$ cat src/rtl/usb_xcvr_if_ctl.sv
module usb_xcvr_if_ctl #(
  parameter int PULSE_CYC = 40
) (
  input  logic       clk,
  input  logic       rst_n,
  input  logic       mode_we,
  input  logic [2:0] mode_wdata,
  input  logic       cfg_se0_style,
  input  logic       cfg_bidir,
  input  logic       txen_n,
  input  logic       dat_vp_in,
  input  logic       se0_vm_in,
  input  logic       rx_dp,
  input  logic       rx_dm,
  input  logic       rx_diff,
  input  logic       dm_pulse_set,
  output logic       dat_vp_out,
  output logic       dat_vp_oe,
  output logic       se0_vm_out,
  output logic       se0_vm_oe,
  output logic       vp_out,
  output logic       vm_out,
  output logic       rcv_out,
  output logic       drv_oe,
  output logic       drv_dp,
  output logic       drv_dm,
  output logic       xcvr_en,
  output logic       dm_pulse_out
);
  localparam int CW = $clog2(PULSE_CYC + 1);

  logic [2:0]    mode_q;
  logic          pulse_q;
  logic [CW-1:0] pulse_cnt;

  always_ff @(posedge clk or negedge rst_n) begin
    if (!rst_n)       mode_q <= 3'b000;
    else if (mode_we) mode_q <= mode_wdata;
  end

  logic uart_m, audio_m, loop_m;
  assign xcvr_en = rst_n && (mode_q == 3'b000);
  assign uart_m  = (mode_q == 3'b001) || (mode_q == 3'b010);
  assign audio_m = (mode_q == 3'b100) || (mode_q == 3'b101);
  assign loop_m  = (mode_q[2:1] == 2'b11);

  logic rx_oe, se0_seen, tx_se0;
  assign rx_oe    = xcvr_en && cfg_bidir && txen_n;
  assign se0_seen = !rx_dp && !rx_dm;
  assign tx_se0   = cfg_se0_style && se0_vm_in;

  assign dat_vp_oe  = rx_oe;
  assign se0_vm_oe  = rx_oe;
  assign dat_vp_out = rx_oe && rx_dp;
  assign se0_vm_out = rx_oe && (cfg_se0_style ? se0_seen : rx_dm);

  always_comb begin
    if (loop_m) begin
      vp_out = dat_vp_in;
      vm_out = se0_vm_in;
    end else if (xcvr_en || uart_m) begin
      vp_out = rx_dp;
      vm_out = rx_dm;
    end else begin
      vp_out = 1'b0;
      vm_out = 1'b0;
    end
  end
  assign rcv_out = xcvr_en && rx_diff;

  assign drv_oe = xcvr_en && !txen_n;
  assign drv_dp = drv_oe && dat_vp_in && !tx_se0;
  assign drv_dm = drv_oe && (cfg_se0_style ? (!dat_vp_in && !tx_se0) : se0_vm_in);

  always_ff @(posedge clk or negedge rst_n) begin
    if (!rst_n) begin
      pulse_q   <= 1'b0;
      pulse_cnt <= '0;
    end else if (pulse_q) begin
      if (pulse_cnt == '0) pulse_q <= 1'b0;
      else                 pulse_cnt <= pulse_cnt - 1'b1;
    end else if (dm_pulse_set && audio_m) begin
      pulse_q   <= 1'b1;
      pulse_cnt <= CW'(PULSE_CYC - 1);
    end
  end
  assign dm_pulse_out = pulse_q;
endmodule

$ cat config.mk
export PLATFORM = sky130hd
export DESIGN_NAME = usb_xcvr_if_ctl
export DESIGN_NICKNAME = d
export VERILOG_FILES = /design/src/rtl/usb_xcvr_if_ctl.sv
export SDC_FILE = /design/constraint.sdc
export NUM_CORES = 1
export LEC_CHECK = 0
export ABC_CLOCK_PERIOD_IN_PS = 1750
export BUFFER_PORTS_ARGS = -buffer_cell sky130_fd_sc_hd__buf_4
export CORE_MARGIN = 5
export CORE_UTILIZATION = 45
export DETAILED_ROUTE_END_ITERATION = 10
export GPL_TIMING_DRIVEN = 0
export PLACE_DENSITY = 0.84
export SYNTH_ARGS = -nofsm -noshare
export SYNTH_HDL_FRONTEND = slang
export SYNTH_SLANG_ARGS = --single-unit
$ cat constraint.sdc
create_clock -name clk -period 1.75 [get_ports clk]
set_input_delay 0.0875 -clock clk [delete_from_list [all_inputs] [get_ports clk]]
set_output_delay 0.0875 -clock clk [all_outputs]
set_load 0.005 [all_outputs]
==> summary.txt <==
Min path
  • Start point of the worst hold path: mode_wdata[2]
  • Hold Crit Depth: 2
  • Hold Path Class: in -> reg
  • Hold Path End: mode_q[2]$_DFFE_PN0P_

Drt
  • Final ANT Viol Nets: 0
  • Drt first-iter violations: 8
  • WL per Instance: 13.9 µm
  • Vias: 587
  • Vias/cell: 5.44
  • TritonRoute pass-1 iters: 4
  • Drt total wl: 1.51 mm
  • Drt drc: 0

STA
  • Setup violations, final: 0
  • Hold Fails Final Rpt: 0
  • Skew final: 0.00168 ns
  • Min cycle time layout: 1.64 ns
  • Worst-Margin Slew: 0.299 ns
  • FMAX: 0.610 GHz
  • Final TNS setup: 0 ns
  • Headroom to the max-slew limit: 79.9%
  • Max Slew Vio Count: 0
  • Fin crit share: 93.7%
  • RSZ-0062 raised after global routing: false

Placement
  • Detailed Place HPWL: 1.23 mm
  • Port buffer count: 26
  • RD Place Congestion: 0.729
  • Post-DP Area: 846 µm²

Critical path
  • Crit Path Class: reg -> out
  • Worst r2r path cells: 5
  • Kind of end point of the critical path: output port
  • Startpoint types: flop
  • Critical path peak fanout: 7
  • Worst r2r dst: pulse_cnt[1]$_DFFE_PN0P_
  • Data arrival, critical path: 1.55 ns
  • CP Data Required Time: 1.66 ns
  • Reg2Reg Setup Slack: 0.12 ns
  • Worst R2R Start: pulse_cnt[0]$_DFFE_PN0P_

Die
  • Top Ports: 27
  • Initial Utilization: 48.0%
  • DIE WIDTH: 47.5 µm
  • FP Rows: 13
  • Area of the core: 1320 µm²
  • Die area: 2250 µm²
  • Die Span Y: 47.5 µm

Logic synthesis
  • Adder-Cell Fraction of Synth Area: 3.96%
  • Syn Area/Cell: 10.4 µm²
  • Synthesized area: 632 µm²
  • Syn Nets: 78
  • Synth Area in Simple Gates: 27.5%
  • Yosys cell types: 32
  • Mapped Cells: 61
  • Warnings, synthesis: 0
  • Mux share of post-synthesis cell area: 8.51%
  • Compound-Gate Fraction of Synth Area: 17.4%
  • Post-Synth XOR/XNOR Area: 0%
  • Post-synthesis sequential area ratio: 39.6%
  • #FFs+latches synth: 10
  • Largest family of logic cells by synthesized area: simple AND/OR/NAND/NOR gates

Pwr
  • Power Density: 1070 nW/µm²
  • Pwr Total: 984 µW
  • VDD IR-drop max: 0.840 mV
  • Pleak: 0.447 nW

GRT
  • Grt total ovfl: 0
  • Largest net degree at the start of global routing: 13
  • Tot GR Track Use: 15.3%
  • First-pass GRT wire length: 2.38 mm
  • Vias in the first global route: 586
  • Initial antenna violation count: 0

Layout
  • Highest-count cells in the layout ignoring fill and taps: buf_4 (27), dfrtp_1 (10)
  • Final nets: 111
  • Fraction of layout cells with a size suffix above 1: 43.0%
  • Area added between synthesis and finish: 45.0%
  • Design Area, Final: 916 µm²
  • Inserted Diodes: 0
  • Commonest non-fill, non-tap cell in the layout: buf_4

Clock network
  • Clock Pin Slew Worst Setup and Hold Paths: 0.06 ns
  • CTS sink cnt: 10
  • H-tree depth: 1
  • Clk Latency, worst-skew pair: 0.26 ns
  • Root buf cell: clkbuf_4
  • Num CTS Buffers: 3
  • TritonCTS clock tree: built
  • Longest Clk Path Bufs: 2

Flow run
  • Max-cap violations: 0

Run status
  • Status: finished, final reports clean
==> worst max path at each step <==
stage	startpoint	to	slack, ns	cells after the start
finish	mode_q[1]$_DFFE_PN0P_	se0_vm_out	0.11	4
global route	mode_q[1]$_DFFE_PN0P_	se0_vm_out	0.02	4
CTS	rst_n	se0_vm_out	0.01	6
detailed placement	pulse_cnt[0]$_DFFE_PN0P_	pulse_cnt[0]$_DFFE_PN0P_	0.13	5
global placement	pulse_cnt[0]$_DFFE_PN0P_	pulse_cnt[0]$_DFFE_PN0P_	0.15	5
floorplan	pulse_cnt[0]$_DFFE_PN0P_	pulse_cnt[5]$_DFFE_PN0P_	0.24	3
==> critical path, stage by stage, from the launching register on <==
cell	delay (ns)
dfrtp_1	0.47
nor4b_4	0.31
and3_2	0.26
nor2b_1	0.14
buf_4	0.12
==> cells in the mapped netlist <==
cell | n | area (µm²)
dfrtp_1 | 10 | 250
nor2b_1 | 4 | 25.0
inv_1 | 3 | 11.3
mux2_2 | 3 | 33.8
nor3_1 | 3 | 15.0
a211o_1 | 2 | 17.5
a21boi_0 | 2 | 15.0
a21oi_1 | 2 | 10.0
a32o_1 | 2 | 20.0
and2_1 | 2 | 12.5
and3_1 | 2 | 12.5
ha_1 | 2 | 25.0
mux2i_1 | 2 | 20.0
nand2_1 | 2 | 7.51
nor2_1 | 2 | 7.51
o21ai_0 | 2 | 10.0
a211oi_1 | 1 | 7.51
a22oi_1 | 1 | 7.51
and2b_4 | 1 | 10.0
and3b_1 | 1 | 8.76
buf_4 | 1 | 7.51
nand3b_1 | 1 | 7.51
nor3b_1 | 1 | 7.51
nor4b_2 | 1 | 15.0
o21a_1 | 1 | 7.51
o22ai_1 | 1 | 6.26
o31a_1 | 1 | 8.76
or2b_1 | 1 | 7.51
or3_1 | 1 | 6.26
or4_1 | 1 | 7.51
or4b_1 | 1 | 10.0
or4b_4 | 1 | 13.8
==> timing repair <==
action | 4_1_cts | 5_1_grt
gates cloned | 0 | 0
endpoints found under the hold margin | 10 | 0
endpoints found under the setup margin | 1 | 5
hold buffers | 1 | 0
setup buffers | 0 | 1
resized for setup | 1 | 3
==> cells by family (layout without fill, tap and decap cells) <==
logic type               after synthesis  count (layout)
buffers and inverters                  4              36
adder cells (fa/ha/maj)                2               2
AND/OR/NAND/NOR                       25              25
flip-flops                            10              10
AO/OA/AOI/OAI                         15              15
multiplexers                           5               5
==> final cells by class <==
type / count / area, µm²
buffer: 1 / 7.51
clock buffer: 4 / 36.3
fill: 109 / 402
inverter: 3 / 11.3
multi-input combinational: 47 / 375
sequential: 10 / 250
tap: 15 / 18.8
timing repair buffer: 28 / 216
==> power by group <==
| group | total [mW] | switching [mW] | internal (mW) |
|---|---|---|---|
| clock network | 0.203 | 0.0766 | 0.126 |
| logic | 0.367 | 0.161 | 0.206 |
| registers | 0.414 | 0.0975 | 0.317 |
==> per-layer routing <==
layer  routed length, µm  vias to the layer above  GRT usage (%)
met4                   0                        0           3.31
met5                   0                        -              0
met3                  60                        0           7.14
li1                    -                      293              -
met1                 598                      283           15.8
met2                 847                       11           28.1
==> flip-flops by register name, indices dropped and copies added (netlist names) <==
signal	count
pulse_cnt	6
mode_q	3
dm_pulse_out	1
==> metrics by stage <==
step	hold slack [ns]	worst slack, ns	utilization, %	cells
CTS	0.0509	0.0106	68.4	107
detailed placement	-0.0711	0.131	64.2	102
global route	0.0455	0.0179	69.5	108
floorplan	-0.208	0.239	-	61
finish	0.0556	0.110	69.5	108
global placement	-0.0709	0.150	64.2	102
(Power assumes the default switching activity.)
